--- src/rtl/ringgen_pkg.sv ---
// ringgen_pkg: default widths shared by the ringing generator modules.
// Assumes every module takes these as parameter defaults and derives the
// rest locally.
package ringgen_pkg;
    parameter int RG_COEF_W  = 24;   // signed Q(COEF_W-1) cosine coefficient
    parameter int RG_STATE_W = 20;   // resonator history width
    parameter int RG_DATA_W  = 16;   // seed, phase, offset and output width
endpackage

--- src/rtl/ringgen_sat.sv ---
// ringgen_sat: clips a signed value to a narrower signed width.
// Assumes two's complement; when the output is no narrower than the input
// the value is only sign-extended.
module ringgen_sat #(
    parameter int IN_W  = 22,
    parameter int OUT_W = 20
) (
    input  logic signed [IN_W-1:0]  d_i,
    output logic signed [OUT_W-1:0] q_o
);
    generate
        if (IN_W <= OUT_W) begin : g_pass
            // Purpose: widen without clipping.
            assign q_o = OUT_W'(d_i);
        end else begin : g_clip
            localparam int TOP_W = IN_W - OUT_W + 1;
            logic [TOP_W-1:0] top_w;
            assign top_w = d_i[IN_W-1:OUT_W-1];
            // Purpose: pass the value if the discarded bits are all sign bits,
            // otherwise clip it to the extreme of its sign.
            always_comb begin
                if ((&top_w) || !(|top_w))
                    q_o = d_i[OUT_W-1:0];
                else if (d_i[IN_W-1])
                    q_o = {1'b1, {(OUT_W-1){1'b0}}};
                else
                    q_o = {1'b0, {(OUT_W-1){1'b1}}};
            end
        end
    endgenerate
endmodule

--- src/rtl/ringgen_coef_mul.sv ---
// ringgen_coef_mul: forms round(2 * coef * y) with coef in signed Q(COEF_W-1).
// Assumes y is an integer sample. The result is the product shifted right by
// COEF_W-2 after adding half an LSB (round half up).
module ringgen_coef_mul #(
    parameter int COEF_W  = ringgen_pkg::RG_COEF_W,
    parameter int STATE_W = ringgen_pkg::RG_STATE_W
) (
    input  logic signed [COEF_W-1:0]  coef_i,
    input  logic signed [STATE_W-1:0] y_i,
    output logic signed [STATE_W+1:0] prod_o
);
    localparam int PW    = COEF_W + STATE_W + 1;
    localparam int SHIFT = COEF_W - 2;
    localparam int RES_W = STATE_W + 2;

    logic signed [PW-1:0] prod_w;
    logic signed [PW-1:0] rnd_w;

    // Purpose: full-precision signed product.
    assign prod_w = PW'(coef_i) * PW'(y_i);
    // Purpose: add half an LSB of the shifted result.
    assign rnd_w  = prod_w + (PW'(1) <<< (SHIFT - 1));
    // Purpose: drop the fraction bits.
    assign prod_o = rnd_w[SHIFT +: RES_W];

    // Tie off the unused top sign bit explicitly.
    logic unused_w;
    assign unused_w = rnd_w[PW-1];
endmodule

--- src/rtl/ringgen_core.sv ---
// ringgen_core: two-pole resonator holding y[n-1] and y[n-2].
// Assumes tick_i is a one-cycle strobe. Dropping en_i clears the history.
// The first strobe after enable substitutes phase and -seed for the history.
module ringgen_core #(
    parameter int COEF_W  = ringgen_pkg::RG_COEF_W,
    parameter int STATE_W = ringgen_pkg::RG_STATE_W,
    parameter int DATA_W  = ringgen_pkg::RG_DATA_W
) (
    input  logic                      clk,
    input  logic                      rst_n,
    input  logic                      tick_i,
    input  logic                      en_i,
    input  logic signed [COEF_W-1:0]  coef_i,
    input  logic signed [DATA_W-1:0]  seed_i,
    input  logic signed [DATA_W-1:0]  phase_i,
    output logic signed [STATE_W-1:0] y_next_o
);
    localparam int DIFF_W = STATE_W + 3;

    logic signed [STATE_W-1:0] y1_q, y2_q;
    logic                      run_q;
    logic signed [STATE_W-1:0] src1_w, src2_w;
    logic signed [STATE_W+1:0] prod_w;
    logic signed [DIFF_W-1:0]  diff_w;

    // Purpose: choose the live history, or the start-up history on the first step.
    always_comb begin
        if (run_q) begin
            src1_w = y1_q;
            src2_w = y2_q;
        end else begin
            src1_w = STATE_W'(phase_i);
            src2_w = -STATE_W'(seed_i);
        end
    end

    ringgen_coef_mul #(.COEF_W(COEF_W), .STATE_W(STATE_W)) u_mul (
        .coef_i (coef_i),
        .y_i    (src1_w),
        .prod_o (prod_w)
    );

    // Purpose: subtract the older history term at full width.
    assign diff_w = DIFF_W'(prod_w) - DIFF_W'(src2_w);

    ringgen_sat #(.IN_W(DIFF_W), .OUT_W(STATE_W)) u_state_sat (
        .d_i (diff_w),
        .q_o (y_next_o)
    );

    // Purpose: shift the history on each enabled strobe; clear it when disabled.
    always_ff @(posedge clk) begin
        if (!rst_n || !en_i) begin
            y1_q  <= '0;
            y2_q  <= '0;
            run_q <= 1'b0;
        end else if (tick_i) begin
            y2_q  <= src1_w;
            y1_q  <= y_next_o;
            run_q <= 1'b1;
        end
    end

    assert_state_clear_R7: assert property (@(posedge clk) disable iff (!rst_n)
        ($past(rst_n) && !$past(en_i)) |-> (y1_q == '0 && y2_q == '0 && !run_q));

    assert_state_hold_R6: assert property (@(posedge clk) disable iff (!rst_n)
        ($past(rst_n) && $past(en_i && !tick_i)) |-> ($stable(y1_q) && $stable(y2_q)));

    assert_history_shift_R4: assert property (@(posedge clk) disable iff (!rst_n)
        ($past(rst_n) && $past(en_i && tick_i && run_q)) |-> (y2_q == $past(y1_q)));
endmodule

--- src/rtl/ringgen_resonator.sv ---
// ringgen_resonator: top of the sinusoidal ringing generator.
// Adds the dc offset to the resonator output, clips the sum and registers it
// with a one-cycle valid pulse. Assumes tick_i arrives at 1 kHz and that the
// configuration words are stable while en_i is high.
module ringgen_resonator #(
    parameter int COEF_W  = ringgen_pkg::RG_COEF_W,
    parameter int STATE_W = ringgen_pkg::RG_STATE_W,
    parameter int DATA_W  = ringgen_pkg::RG_DATA_W
) (
    input  logic                     clk,
    input  logic                     rst_n,
    input  logic                     tick_i,
    input  logic                     en_i,
    input  logic signed [COEF_W-1:0] coef_i,
    input  logic signed [DATA_W-1:0] seed_i,
    input  logic signed [DATA_W-1:0] phase_i,
    input  logic signed [DATA_W-1:0] offset_i,
    output logic signed [DATA_W-1:0] sample_o,
    output logic                     valid_o
);
    localparam int SUM_W = ((STATE_W > DATA_W) ? STATE_W : DATA_W) + 1;

    logic signed [STATE_W-1:0] y_next_w;
    logic signed [SUM_W-1:0]   sum_w;
    logic signed [DATA_W-1:0]  clip_w;

    ringgen_core #(.COEF_W(COEF_W), .STATE_W(STATE_W), .DATA_W(DATA_W)) u_core (
        .clk      (clk),
        .rst_n    (rst_n),
        .tick_i   (tick_i),
        .en_i     (en_i),
        .coef_i   (coef_i),
        .seed_i   (seed_i),
        .phase_i  (phase_i),
        .y_next_o (y_next_w)
    );

    // Purpose: add the dc offset at a width that cannot overflow.
    assign sum_w = SUM_W'(y_next_w) + SUM_W'(offset_i);

    ringgen_sat #(.IN_W(SUM_W), .OUT_W(DATA_W)) u_out_sat (
        .d_i (sum_w),
        .q_o (clip_w)
    );

    // Purpose: register the sample and its valid pulse.
    always_ff @(posedge clk) begin
        if (!rst_n || !en_i) begin
            sample_o <= '0;
            valid_o  <= 1'b0;
        end else if (tick_i) begin
            sample_o <= clip_w;
            valid_o  <= 1'b1;
        end else begin
            valid_o  <= 1'b0;
        end
    end

    assert_valid_timing_R2: assert property (@(posedge clk) disable iff (!rst_n)
        $past(rst_n) |-> (valid_o == $past(tick_i && en_i)));

    assert_idle_zero_R9: assert property (@(posedge clk) disable iff (!rst_n)
        ($past(rst_n) && !$past(en_i)) |-> (sample_o == '0 && !valid_o));

    assert_sample_hold_R6: assert property (@(posedge clk) disable iff (!rst_n)
        ($past(rst_n) && $past(en_i) && !$past(tick_i)) |-> $stable(sample_o));
endmodule

--- config.mk ---
export PLATFORM = sky130hd
export DESIGN_NAME = ringgen_resonator
export DESIGN_NICKNAME = d
export VERILOG_FILES = /design/src/rtl/ringgen_pkg.sv /design/src/rtl/ringgen_sat.sv /design/src/rtl/ringgen_coef_mul.sv /design/src/rtl/ringgen_core.sv /design/src/rtl/ringgen_resonator.sv
export SDC_FILE = /design/constraint.sdc
export NUM_CORES = 2
export LEC_CHECK = 0
export ABC_CLOCK_PERIOD_IN_PS = 11700
export BUFFER_PORTS_ARGS = -buffer_cell sky130_fd_sc_hd__clkbuf_2
export CORE_ASPECT_RATIO = 1.5
export CORE_MARGIN = 10
export CORE_UTILIZATION = 55
export CTS_CLUSTER_DIAMETER = 30
export DETAILED_ROUTE_END_ITERATION = 6
export PLACE_DENSITY = 0.75
export SKIP_CTS_REPAIR_TIMING = 1
export SLEW_MARGIN = 20
export SYNTH_ARGS = -nofsm -noshare
export SYNTH_HDL_FRONTEND = slang
export SYNTH_HIERARCHICAL = 1
export SYNTH_SLANG_ARGS = --single-unit
--- constraint.sdc ---
create_clock -name clk -period 11.7 [get_ports clk]
set_input_delay 0.585 -clock clk [delete_from_list [all_inputs] [get_ports clk]]
set_output_delay 0.585 -clock clk [all_outputs]
set_load 0.005 [all_outputs]
Word level (Yosys, flattened, before mapping)
Index checks and enable logic that the tools add are counted.
W data, S select, Z words.
{ "totals": {"output_inout_bits": 17, "reg_bits": 58} }
{ "op_classes": {"muxes": 7, "n_reduce_logical": 11, "n_mul": 1, "addsub": 4} }
{ "op_table": {"columns": ["op", "count"], "rows": [
  ["$mux W20", 4],
  ["$add A44 B23 Y44 const B", 1],
  ["$mul A24 B20 Y44", 1],
  ["$mux W16", 2],
  ["$sub A22 B20 Y23", 1],
  ["$add A20 B16 Y21", 1],
  ["$neg A16 Y20", 1],
  ["$reduce_and A6 Y1", 1],
  ["$reduce_or A6 Y1", 1],
  ["$logic_not A1 Y1", 4],
  ["$reduce_and A4 Y1", 1],
  ["$reduce_or A4 Y1", 1],
  ["$logic_or A1 B1 Y1", 3],
  ["$mux W1", 1]
]} }

Longest topological paths before layout
{ "logic_depth": {"ltp_word": 13, "depth_mapped": 54} }

Modules after synthesis
The synthesis kept the hierarchy.
{ "by_module_without_submodules": {"columns": ["mod", "area_per_inst_um2", "seq_area_each_um2", "instances", "cells_each"], "rows": [
  ["ringgen_coef_mul", 17269.1, 0.0, 1, 1891],
  ["ringgen_core", 3230.6, 820.8, 1, 405],
  ["ringgen_resonator", 1659.1, 340.3, 1, 197],
  ["ringgen_sat at u_core.u_state_sat", 555.5, 0.0, 1, 70],
  ["ringgen_sat at u_out_sat", 200.2, 0.0, 1, 26]
]} }

Worst setup path before layout
No wires, ideal clock.
{ "synth_timing": {"path_kind": "reg2reg", "from": "reg u_core.run_q", "to": "reg sample_o[10]", "n_path_buf": 6, "required_ns": 11.572, "arrival_time_ns": 11.710, "setup_time_ns": 0.128, "stages_incl_launch_ff": 51, "setup_slack_ns": -0.137, "cell_sequence": "dfxtp_1 buf_1 nand2b_1 clkbuf_1 nand2_1 clkinv_1 buf_1 nor2_1 fa_1 inv_1 fa_1 fa_1 inv_1 fa_1 fa_1 inv_1 fa_1 fa_1 (+15 left out) buf_6 nor4_1 nor3_1 ha_1 fa_1 a211oi_1 o21ai_2 a21oi_1 o21ai_2 a2111o_1 nand3_1 nor4_1 a2bb2o_2 buf_6 buf_8 a21o_1 mux2i_1 nor2_1"} }
{ "synth_via": {"elab_chain_cells": 13, "word_cells_on_any_way": 18, "classes_between": "add/sub: 3; mul: 1; mux: 6; reduce/logical: 8"} }
{ "synth_rtl": {"columns": ["item", "line_no", "source"], "rows": [
  ["from (decl)", "ringgen_core.sv:21", "logic run_q;"],
  ["from (signal assigned)", "ringgen_core.sv:56", "run_q <= 1'b0;"],
  ["from (signal assigned)", "ringgen_core.sv:60", "run_q <= 1'b1;"],
  ["$mux W20 *", "ringgen_core.sv:28", "if (run_q) begin"],
  ["via u_core.src1_w[19]", "ringgen_core.sv:22", "logic signed [STATE_W-1:0] src1_w, src2_w;"],
  ["$mul A24 B20 Y44 *", "ringgen_coef_mul.sv:20", "assign prod_w = PW'(coef_i) * PW'(y_i);"],
  ["$add A44 B23 Y44 *", "ringgen_coef_mul.sv:22", "assign rnd_w = prod_w + (PW'(1) <<< (SHIFT - 1));"],
  ["via u_core.prod_w[16]", "ringgen_core.sv:23", "logic signed [STATE_W+1:0] prod_w;"],
  ["$sub A22 B20 Y23 *", "ringgen_core.sv:44", "assign diff_w = DIFF_W'(prod_w) - DIFF_W'(src2_w);"],
  ["via u_core.diff_w[20]", "ringgen_core.sv:24", "logic signed [DIFF_W-1:0] diff_w;"],
  ["$reduce_or A4 Y1", "ringgen_sat.sv:22", "if ((&top_w) || !(|top_w))"],
  ["(+3 left out)", null, null],
  ["via y_next_w[0]", "ringgen_resonator.sv:23", "logic signed [STATE_W-1:0] y_next_w;"],
  ["$add A20 B16 Y21 *", "ringgen_resonator.sv:39", "assign sum_w = SUM_W'(y_next_w) + SUM_W'(offset_i);"],
  ["via sum_w[18]", "ringgen_resonator.sv:24", "logic signed [SUM_W-1:0] sum_w;"],
  ["$reduce_or A6 Y1", "ringgen_sat.sv:22", null],
  ["$logic_not A1 Y1", "ringgen_sat.sv:22", null],
  ["$logic_or A1 B1 Y1 *", "ringgen_sat.sv:22", null],
  ["$mux W16 *", "ringgen_sat.sv:22", null],
  ["via clip_w[10]", "ringgen_resonator.sv:25", "logic signed [DATA_W-1:0] clip_w;"],
  ["to (signal assigned)", "ringgen_resonator.sv:52", "sample_o <= clip_w;"],
  ["to (decl)", "ringgen_resonator.sv:18", "output logic signed [DATA_W-1:0] sample_o,"]
]} }
Mark *: on every way through the listed nets, which the timed path passes. The rest lies on a longest branch.
A chain may end at the register's enable or synchronous reset.

Worst setup path in the final report
{ "layout_timing": {"from": "reg u_core.run_q", "to": "reg sample_o[9]"} }
Same word-level chain as after synthesis.

==> out/metrics.cfg <==
[critical_path]
r2r.worst_path.cells=51
capture_point_of_the_worst_path=sample_o[9]
largest_fanout_on_the_critical_path=7
cp_slowest_cell=sky130_fd_sc_hd__fa_2
worst_setup_path_startpoint=u_core/run_q
worstPathRequired_ns=11.97
worst_r2r_endpoint=sample_o[9]
slowest_stage_delay_on_critical_path_ns=0.57
critical_path_class=reg -> reg
worstSetupEndpointType=flip-flop
worstPathArrival_ns=12.02
critical_path.reg2reg.startpoint=u_core/run_q
r2r_setup_slack_ns=-0.05
timing.critical_path.from_type=flip-flop

[cts]
ctsHtreeMaxLevel=3
clock_latency_ns=0.34
clock_tree_from_tritoncts=built
cts.path.max_buffers=2
tritoncts_num_sinks=58
cts_root_buffer=sky130_fd_sc_hd__clkbuf_16
clk_pin_slew_worst_paths_ns=0.06
cts-buffers-inserted=9

[global_routing]
grtUsageTotal=0.2574
grt_antenna_before_repair=5
grt_pass1_wl_um=104400
grt_overflow=0
grt_max_degree=64
first_global_vias=20940

[sta]
slew-limit-headroom=0.3107
worst_pin_slew_ns=1.034
post_route_clock_period_utilization=1.005
final-setup-viol-count=13
post_route_setup_tns_ns=-0.3863
setup_repair_after_global_routing_missed_its_margin=true
skew_ns=0.006861
timing_hold_violations_final=0
fmax_mhz=85.07
worst_case_hold_slack_ns=0.4743
final_period_minus_worst_setup_slack_ns=11.75
postLayoutSetupSlackWorst_ns=-0.05500
slew_limit_fails=0

[floorplan]
io_pins=93
num_rows=91
chipHeight_um=270.0
chipWidth_um=186.7
initial_utilization=0.5559
die-area_um2=50400
placeableCoreArea_um2=41220

[final_layout]
synthToLayoutAreaGrowth_pct=23.88
final_cell_area_um2=28390
drive_above_1_share=0.2499
layoutNonFillerInstCount=3544
nNetsFinal=3698
multi_input_area_um2=20070
fill_cells=3090
sequential_cell_area_um2=1165

[place]
dp_hpwl_um=56220
dpl.cell_count=3475
port_buffers=92
gp_congestion=0.9755
post_dp_cell_area_um2=26470

[status]
status=complete, but fails checks
violations=DRC, setup timing

[logic_synthesis]
synth_nets=3311
synth-seq-area-share=0.05067
ys_async_sr_fraction=0
netlist_cell_types=89
count_of_synthesis_stage_warnings_from_yosys=6
synth_top_cell_area_share=0.4307
postSynthCellCount=2589
syn_area_per_cell_um2=8.851
number_of_flops_mapped_to_enable_cells_by_yosys=0
synth_ff_type=sky130_fd_sc_hd__dfxtp_1
synth_area_leaders=sky130_fd_sc_hd__fa_1 43%, sky130_fd_sc_hd__inv_1 9.4%, sky130_fd_sc_hd__ha_1 8.4%
syn_area_um2=22910
synth.largest_area_cell=sky130_fd_sc_hd__fa_1
ys_seq_elements=58

[drt]
dr.first_iter.drc_count=1231
wire_per_inst_um=19.63
post-route-drc-count=2
dr_total_vias=19450
drt_wl_total_um=69580
via_count_normalized_by_instance_count=5.488
firstDrtPassIters=7
route.antenna.remaining_nets=0

[job]
max_capacitance_violation_count=0

[min_path]
hold_class=reg -> reg

[cells by family after synthesis]
kind of cell               after synthesis  share of synthesized area
AOI/OAI and AO/OA                      269                    0.08524
xor gates and xnor gates                71                    0.02714
adders and majority gates              646                     0.5143
buffers and inverters                  705                     0.1202
DFF                                     58                    0.05067
muxes                                   69                    0.03101
and+or+nand+nor                        771                     0.1715
[layer usage]
metal,vias to the layer above,global-route usage,wire [um]
met1,9878,0.2706,24140
met4,2,0.1477,4702
met5,-,0,9
met2,641,0.4904,37950
met3,243,0.02132,2775
li1,8684,-,-
[synthesized netlist by cell type (all sizes together), types with 33 or more instances]
master and instances:
inv 576, fa 493, nand2 267, and2 245, ha 153, nor2 119
clkbuf 104, a21oi 79, dfxtp 58, mux2i 53, xnor2 48, a21o 38
nor3 38, o21ai 33
[sequential cells by signal, indices dropped and copies added, names as in the netlist]
signal        flops
u_core/y2_q      20
u_core/run_q      1
valid_o           1
sample_o         16
u_core/y1_q      20
[cell usage in the layout, fill, tap and decap left out, types with 10 or more instances in the layout]
master / count
sky130_fd_sc_hd__inv_1: 570
sky130_fd_sc_hd__fa_1: 466
sky130_fd_sc_hd__buf_4: 362
sky130_fd_sc_hd__nand2_1: 252
sky130_fd_sc_hd__and2_1: 235
sky130_fd_sc_hd__ha_1: 131
sky130_fd_sc_hd__nor2_1: 112
sky130_fd_sc_hd__clkbuf_2: 91
sky130_fd_sc_hd__dfxtp_1: 57
sky130_fd_sc_hd__mux2i_1: 53
sky130_fd_sc_hd__a21oi_1: 52
sky130_fd_sc_hd__xnor2_1: 44
sky130_fd_sc_hd__a21o_1: 33
sky130_fd_sc_hd__fa_2: 27
sky130_fd_sc_hd__nor3_1: 25
sky130_fd_sc_hd__a21oi_2: 23
sky130_fd_sc_hd__xor2_1: 23
sky130_fd_sc_hd__buf_12: 22
sky130_fd_sc_hd__a21boi_0: 20
sky130_fd_sc_hd__o21ai_0: 18
sky130_fd_sc_hd__buf_6: 18
sky130_fd_sc_hd__ha_4: 17
sky130_fd_sc_hd__mux2_4: 14
sky130_fd_sc_hd__nand2_2: 14
sky130_fd_sc_hd__nand2b_1: 13
sky130_fd_sc_hd__nand3_1: 12
sky130_fd_sc_hd__clkbuf_16: 12
sky130_fd_sc_hd__nor3_2: 10
sky130_fd_sc_hd__and2_4: 10
sky130_fd_sc_hd__nor4_2: 10
[worst max-delay path: cells and delay by family, from the launching register on]
kind / cells / cell delay (ns)
xor+xnor: 1 / 0.13
flops: 1 / 0.41
compound gates: 17 / 3.66
fa+ha+maj: 10 / 4.20
mux: 2 / 0.45
buf+inv: 13 / 1.59
simple gates: 8 / 1.21
[worst min-delay path by stage]
stage,from,cells after the start,endpoint
after floorplan,u_core/y2_q[19],2,u_core/y2_q[19]
final,u_core/y2_q[19],2,u_core/y2_q[19]
after detailed placement,u_core/y2_q[19],2,u_core/y2_q[19]
after global placement,u_core/y2_q[19],2,u_core/y2_q[19]
after global routing,u_core/y2_q[19],2,u_core/y2_q[19]
after CTS,u_core/y2_q[19],2,u_core/y2_q[19]
[stage by stage]
stage / util / setup WS (ns)
2_1_floorplan: - / 0.01044
3_3_place_gp: 0.6423 / -0.5135
3_5_place_dp: 0.6423 / -0.7306
4_1_cts: 0.6501 / -0.8395
5_1_grt: 0.6887 / -0.4602
6_report: 0.6887 / -0.05500
[final cells by class]
type	instances	share of cell area
inverter	577	0.07630
clock buffer	11	0.008551
clock inverter	5	0.002733
multi-input combinational	1830	0.7072
sequential	58	0.04104
timing repair buffer	500	0.1392
tap	558	0.02459
antenna	5	0.0004408
Power is not shown: default switching activity piles up to over one toggle a cycle in this logic, so the estimate is an artifact.
